<file path="src/rtl/chanlist_pkg.sv">
package chanlist_pkg;
  localparam int MODE_W   = 3;
  localparam int MODE_LSB = 8;
  localparam int PAGE_LSB = 1;
  localparam int BYTE_W   = 8;

  localparam logic [MODE_W-1:0] MODE_RUN  = 3'd0;
  localparam logic [MODE_W-1:0] MODE_READ = 3'd4;
  localparam logic [MODE_W-1:0] MODE_LOAD = 3'd5;
  localparam logic [MODE_W-1:0] MODE_ARM  = 3'd6;
endpackage

</file>
<file path="src/rtl/cl_ctrl_regs.sv">
module cl_ctrl_regs
  import chanlist_pkg::*;
#(
  parameter int ADDR_W = 6,
  parameter int PAGE_W = 2
) (
  input  logic              clk,
  input  logic              rst,
  input  logic              ctl_wr,
  input  logic [15:0]       ctl_wdata,
  input  logic              start_wr,
  input  logic              final_wr,
  input  logic [ADDR_W-1:0] bound_wdata,
  output logic [MODE_W-1:0] mode,
  output logic [PAGE_W-1:0] page,
  output logic [ADDR_W-1:0] start_addr,
  output logic [ADDR_W-1:0] final_addr
);
  always_ff @(posedge clk) begin
    if (rst) begin
      mode       <= MODE_RUN;
      page       <= '0;
      start_addr <= '0;
      final_addr <= '0;
    end else begin
      if (ctl_wr) begin
        mode <= ctl_wdata[MODE_LSB +: MODE_W];
        page <= ctl_wdata[PAGE_LSB +: PAGE_W];
      end
      if (start_wr) start_addr <= bound_wdata;
      if (final_wr) final_addr <= bound_wdata;
    end
  end
endmodule

</file>
<file path="src/rtl/cl_pointer.sv">
module cl_pointer #(
  parameter int ADDR_W = 6
) (
  input  logic              clk,
  input  logic              rst,
  input  logic              load,
  input  logic [ADDR_W-1:0] load_val,
  input  logic              step,
  input  logic [ADDR_W-1:0] start_addr,
  input  logic [ADDR_W-1:0] final_addr,
  output logic [ADDR_W-1:0] ptr,
  output logic [ADDR_W-1:0] ptr_next
);
  always_comb begin
    if (ptr == final_addr) ptr_next = start_addr;
    else                   ptr_next = ptr + ADDR_W'(1);
  end

  always_ff @(posedge clk) begin
    if (rst)       ptr <= '0;
    else if (load) ptr <= load_val;
    else if (step) ptr <= ptr_next;
  end
endmodule

</file>
<file path="src/rtl/cl_list_ram.sv">
module cl_list_ram #(
  parameter int AW = 8,
  parameter int DW = 8
) (
  input  logic          clk,
  input  logic          rst,
  input  logic          we,
  input  logic [AW-1:0] waddr,
  input  logic [DW-1:0] wdata,
  input  logic          re,
  input  logic [AW-1:0] raddr,
  output logic [DW-1:0] rdata
);
  localparam int DEPTH = 1 << AW;

  logic [DW-1:0] mem [DEPTH];

  always_ff @(posedge clk) begin
    if (we) mem[waddr] <= wdata;
  end

  always_ff @(posedge clk) begin
    if (rst)     rdata <= '0;
    else if (re) rdata <= mem[raddr];
  end
endmodule

</file>
<file path="src/rtl/chanlist_seq.sv">
module chanlist_seq
  import chanlist_pkg::*;
#(
  parameter int ADDR_W = 6,
  parameter int PAGE_W = 2,
  parameter int CH_W   = 6,
  parameter int GAIN_W = 2
) (
  input  logic                   clk,
  input  logic                   rst,
  input  logic                   ctl_wr,
  input  logic [15:0]            ctl_wdata,
  input  logic                   start_wr,
  input  logic                   final_wr,
  input  logic [ADDR_W-1:0]      bound_wdata,
  input  logic                   list_wr,
  input  logic [7:0]             list_wdata,
  input  logic                   list_rd,
  output logic [15:0]            list_rdata,
  input  logic                   conv_done,
  output logic                   armed,
  output logic [CH_W-1:0]        chan_out,
  output logic [(1<<GAIN_W)-1:0] gain_sel
);
  localparam int ENTRY_W = CH_W + GAIN_W;
  localparam int GAIN_N  = 1 << GAIN_W;
  localparam int RAM_AW  = PAGE_W + ADDR_W;

  logic [MODE_W-1:0]  mode;
  logic [PAGE_W-1:0]  page;
  logic [ADDR_W-1:0]  start_addr, final_addr, ptr, ptr_next;
  logic [ADDR_W-1:0]  load_val, rd_addr_q, ram_ptr;
  logic [RAM_AW-1:0]  raddr;
  logic [ENTRY_W-1:0] dq;
  logic               wr_en, rd_en, arm_en, adv_en, step, ptr_load, upd_q;
  logic [BYTE_W-1:0]  hi_b, lo_b;

  cl_ctrl_regs #(.ADDR_W(ADDR_W), .PAGE_W(PAGE_W)) u_regs (
    .clk(clk), .rst(rst), .ctl_wr(ctl_wr), .ctl_wdata(ctl_wdata),
    .start_wr(start_wr), .final_wr(final_wr), .bound_wdata(bound_wdata),
    .mode(mode), .page(page), .start_addr(start_addr), .final_addr(final_addr)
  );

  // access decode
  assign wr_en    = list_wr && (mode == MODE_LOAD);
  assign rd_en    = list_rd && (mode == MODE_READ);
  assign arm_en   = list_wr && (mode == MODE_ARM);
  assign adv_en   = conv_done && armed && (mode == MODE_RUN);
  assign step     = wr_en || rd_en || adv_en;
  assign ptr_load = start_wr || arm_en;
  assign load_val = start_wr ? bound_wdata : start_addr;

  cl_pointer #(.ADDR_W(ADDR_W)) u_ptr (
    .clk(clk), .rst(rst), .load(ptr_load), .load_val(load_val), .step(step),
    .start_addr(start_addr), .final_addr(final_addr),
    .ptr(ptr), .ptr_next(ptr_next)
  );

  // single read port: preload looks at start, a step looks ahead
  always_comb begin
    if (arm_en)      ram_ptr = start_addr;
    else if (adv_en) ram_ptr = ptr_next;
    else             ram_ptr = ptr;
  end
  assign raddr = {page, ram_ptr};

  cl_list_ram #(.AW(RAM_AW), .DW(ENTRY_W)) u_ram (
    .clk(clk), .rst(rst),
    .we(wr_en), .waddr({page, ptr}), .wdata(list_wdata[ENTRY_W-1:0]),
    .re(rd_en || arm_en || adv_en), .raddr(raddr), .rdata(dq)
  );

  always_ff @(posedge clk) begin
    if (rst) begin
      armed     <= 1'b0;
      upd_q     <= 1'b0;
      rd_addr_q <= '0;
      chan_out  <= '0;
      gain_sel  <= GAIN_N'(1);
    end else begin
      if (arm_en) armed <= 1'b1;
      upd_q <= arm_en || adv_en;
      if (rd_en) rd_addr_q <= ptr;
      if (upd_q) begin
        chan_out <= dq[CH_W-1:0];
        gain_sel <= GAIN_N'(1) << dq[ENTRY_W-1:CH_W];
      end
    end
  end

  always_comb begin
    hi_b = '0;
    lo_b = '0;
    hi_b[ADDR_W-1:0]  = rd_addr_q;
    lo_b[ENTRY_W-1:0] = dq;
  end
  assign list_rdata = {hi_b, lo_b};
endmodule

</file>
<file path="config.mk">
export PLATFORM = sky130hd
export DESIGN_NAME = chanlist_seq
export DESIGN_NICKNAME = d
export VERILOG_FILES = /design/src/rtl/chanlist_pkg.sv /design/src/rtl/cl_ctrl_regs.sv /design/src/rtl/cl_pointer.sv /design/src/rtl/cl_list_ram.sv /design/src/rtl/chanlist_seq.sv
export SDC_FILE = /design/constraint.sdc
export NUM_CORES = 2
export LEC_CHECK = 0
export BUFFER_PORTS_ARGS = -buffer_cell sky130_fd_sc_hd__buf_2
export CAP_MARGIN = 5
export CORE_MARGIN = 2
export CORE_UTILIZATION = 40
export CTS_CLUSTER_DIAMETER = 60
export CTS_CLUSTER_SIZE = 8
export DETAILED_ROUTE_END_ITERATION = 16
export HOLD_SLACK_MARGIN = 0.1
export MAX_ROUTING_LAYER = met4
export PLACE_DENSITY = 0.58
export SLEW_MARGIN = 30
export SYNTH_ARGS = -nofsm -noshare
export SYNTH_HDL_FRONTEND = slang
export SYNTH_HIERARCHICAL = 1
export SYNTH_SLANG_ARGS = --single-unit
</file>
<file path="constraint.sdc">
create_clock -name clk -period 5.6 [get_ports clk]
set_clock_uncertainty 0.2 [all_clocks]
set_input_delay 0.84 -clock clk [delete_from_list [all_inputs] [get_ports clk]]
set_output_delay 0.84 -clock clk [all_outputs]
set_load 0.02 [all_outputs]
</file>
==> impl_metrics.json <==
{
  "status": "completed",
  "cts_buffers": 314,
  "drt_pre_antenna_iters": 6,
  "slowest_delay_ns": 0.63,
  "synth_area_leader_cell": "edfxtp_1",
  "drive_gt1_share_pct": 22.9,
  "power.density_mw_per_mm2": 373,
  "multi_input_area_mm2": 0.0184,
  "synth_edf_count": 2048,
  "fill_cells": 16900,
  "rsz0062_at_grt": "false",
  "ys_types": 80,
  "max_freq_mhz": 185,
  "hold_path_class": "primary input to flop",
  "via_count": 43900,
  "grt_max_degree": 164,
  "yosys_register_bits": 2097,
  "io_buffer_count": 51,
  "crit_fanout": 27,
  "peakVddDrop_mv": 0.281,
  "leakage_nw": 29.5,
  "hold_violations": 0,
  "grt_pass1_vias": 43300,
  "ant_nets": 0,
  "regArea_mm2": 0.0625,
  "syn_to_final_growth_pct": 15.5,
  "clkSinkCount": 2097,
  "synth_area_per_cell_um2": 19.9,
  "drt_iter0_markers": 5485,
  "core-area_mm2": 0.205,
  "crit_type": "flop to flop",
  "cp-start-kind": "flop",
  "insertion_delay_ns": 0.92,
  "hpwl_um": 147000,
  "io_pins": 65,
  "gp_congestion": 0.909,
  "synth_cells": 4151,
  "maxSlewViolCount": 0,
  "synth.most_common_cell": "edfxtp_1",
  "grt_pass1_wl_um": 331000,
  "seq_area_frac_synth_pct": 75.6,
  "min_path_cells": 3,
  "fin_crit_ns": 5.39,
  "end_kind": "flop",
  "post_cts_buffers": 0,
  "wl_per_cell_um": 32.4,
  "grtUsageTotal_pct": 22.9,
  "ys.warnings.count": 6,
  "period_share_pct": 96.3,
  "wirelength_um": 236000,
  "path_cells": "xor2_1 -> nor4_2 -> nand3_2 -> and2_4 -> nor2_1 -> and4_1 -> a221o_4 -> buf_12 -> buf_4 -> buf_4 -> mux2i_1 -> o22ai_1 -> a2111oi_0 -> or3_1 -> nor4_1 -> buf_4 -> a221o_1",
  "syn_area_mm2": 0.0826,
  "cts_tree": "done",
  "setup_violations": 0,
  "synthTopCellsByCount": "edfxtp_1 (2048), mux4_2 (353), nor2_1 (324), mux2i_1 (314), nand2_1 (115)",
  "cts.clk_slew.worst_paths_ns": 0.05,
  "die_w_um": 458,
  "routed_via_density": 6.04,
  "antenna_found_initial": 4,
  "max_slew_margin_pct": 21.5,
  "yosys-top-cells-area": "edfxtp_1 (74%), mux4_2 (9.6%), mux2i_1 (3.8%)",
  "gr-total-overflow": 0,
  "root_buffer": "clkbuf_16",
  "setup_tns_ns": 0,
  "start_util_pct": 40.3,
  "required_ns": 6.17,
  "cpMostUsedCell": "buf_4",
  "synth_ff_type": "edfxtp_1",
  "rr_worst_depth": 17,
  "critical_path.top_delay_family": "simple AND/OR/NAND/NOR gates",
  "async_flop_share_pct": 0,
  "maxCapViolCount": 0,
  "crit_cells": 17,
  "worst_pin_slew_ns": 1.18,
  "final_nets": 4566,
  "fp-row-count": 166,
  "post-place-ws_ns": 0.101,
  "setup_ws_ns": 0.208,
  "critPathBufInv": 4,
  "arrival_ns": 5.96,
  "h-tree-depth": 5,
  "clockBufferDepth": 4,
  "critical-path-slowest-cell": "a2111oi_0",
  "synth_top_area_share_pct": 74.4,
  "die_y_um": 458,
  "dieArea_mm2": 0.210,
  "drc_errors": 0
}
worst min-delay path, delay by kind of cell:
kind	cells	cell delay, ns
and+or+nand+nor	1	0.18
buffers and inverters	1	0.12
AOI/OAI and AO/OA	1	0.09
flip-flops by register name, summed over array words and instances, names as in the netlist:
register / count
upd_q: 1
gain_sel: 4
armed: 1
u_ptr/ptr: 6
u_regs/mode: 3
u_regs/page: 2
chan_out: 6
u_regs/final_addr: 6
u_regs/start_addr: 6
rd_addr_q: 6
u_ram/mem: 2048
u_ram/rdata: 8
power by group:
group          switching [mW]  leakage [nW]  total (mW)  internal, mW
combinational            1.26          6.67        1.98         0.716
clock                    6.24          4.03        16.3          10.0
sequential             0.0252          18.8        17.3          17.3
total                    7.53          29.5        35.5          28.0
what timing repair did:
item / CTS / global route
hold buffers: 19 / 1
resized for setup: 0 / 1
setup endpoints to repair: 0 / 2
endpoints found under the hold margin: 18 / 3
cells by family after synthesis:
group                      share of synthesized area [%]
other                                            0.00454
buffers and inverters                               2.35
muxes                                               14.8
AOI/OAI and AO/OA                                   3.60
and+or+nand+nor                                     3.53
xor gates and xnor gates                           0.106
adders and majority gates                         0.0151
DFF                                                 75.6
cell usage in the layout (no fill, tap or decap), types with 7 or more instances in the layout:
master         count
a2111oi_0         20
a211oi_1          31
a21oi_1           50
a221oi_1           7
a22oi_1           48
a31oi_1           19
and2_1            14
buf_12            41
buf_2             43
buf_4            202
clkbuf_1          37
clkbuf_16        319
clkbuf_8           7
dfxtp_1           48
dlygate4sd3_1     20
edfxtp_1        2048
inv_1              8
mux2_2             8
mux2i_1          314
mux4_1            39
mux4_2           353
nand2_1          113
nand2b_1           9
nand3_1           54
nand3b_1           7
nand4_1           20
nor2_1           303
nor2_2            21
nor2b_1           13
nor3_1            31
nor4_1            12
o21ai_0           36
o21ai_1           10
o221ai_1          46
o22ai_1           99
metal layers:
layer	GRT usage [%]	share of wire [%]	wire length, um	vias up
met1	31.3	41	97400	23500
met4	7.52	3.3	7790	0
met5	-	0	0	-
met2	34.7	47	111000	2084
li1	-	-	-	17800
met3	4.22	8.4	19700	464
metrics by stage:
step | util [%] | power, mW | cell area [um^2] | instances | hold WS, ns
final | 46.5 | 35.5 | 95400 | 7272 | 0.185
after global routing | 46.5 | 36.5 | 95400 | 7270 | 0.182
after CTS | 46.5 | 35.8 | 95300 | 7264 | 0.118
after detailed placement | 42.4 | 19.5 | 86900 | 6877 | 0.256
after global placement | 42.4 | 19.5 | 86800 | 6877 | 0.257
after floorplan | - | 18.7 | 82600 | 4152 | 0.280
final timing paths:
| path | end | slack [ns] | start |
|---|---|---|---|
| max | u_ram/rdata[1] | 0.21 | u_ptr/ptr[0] |
| min | upd_q | 0.19 | list_wr |
| max reg2reg | u_ram/rdata[1] | 0.21 | u_ptr/ptr[0] |
| min reg2reg | gain_sel[1] | 0.27 | gain_sel[1] |
area by class of cell:
class	count	share of cell area, %
flip-flops and latches	2097	65.5
multi-input cells	1788	19.2
clock buffers	356	8.51
well taps	2688	3.52
repair buffers	316	3.06
clock inverters	12	0.121
inverters	10	0.0420
diodes	5	0.0131
No activity file was read; power rests on OpenSTA's default activity.
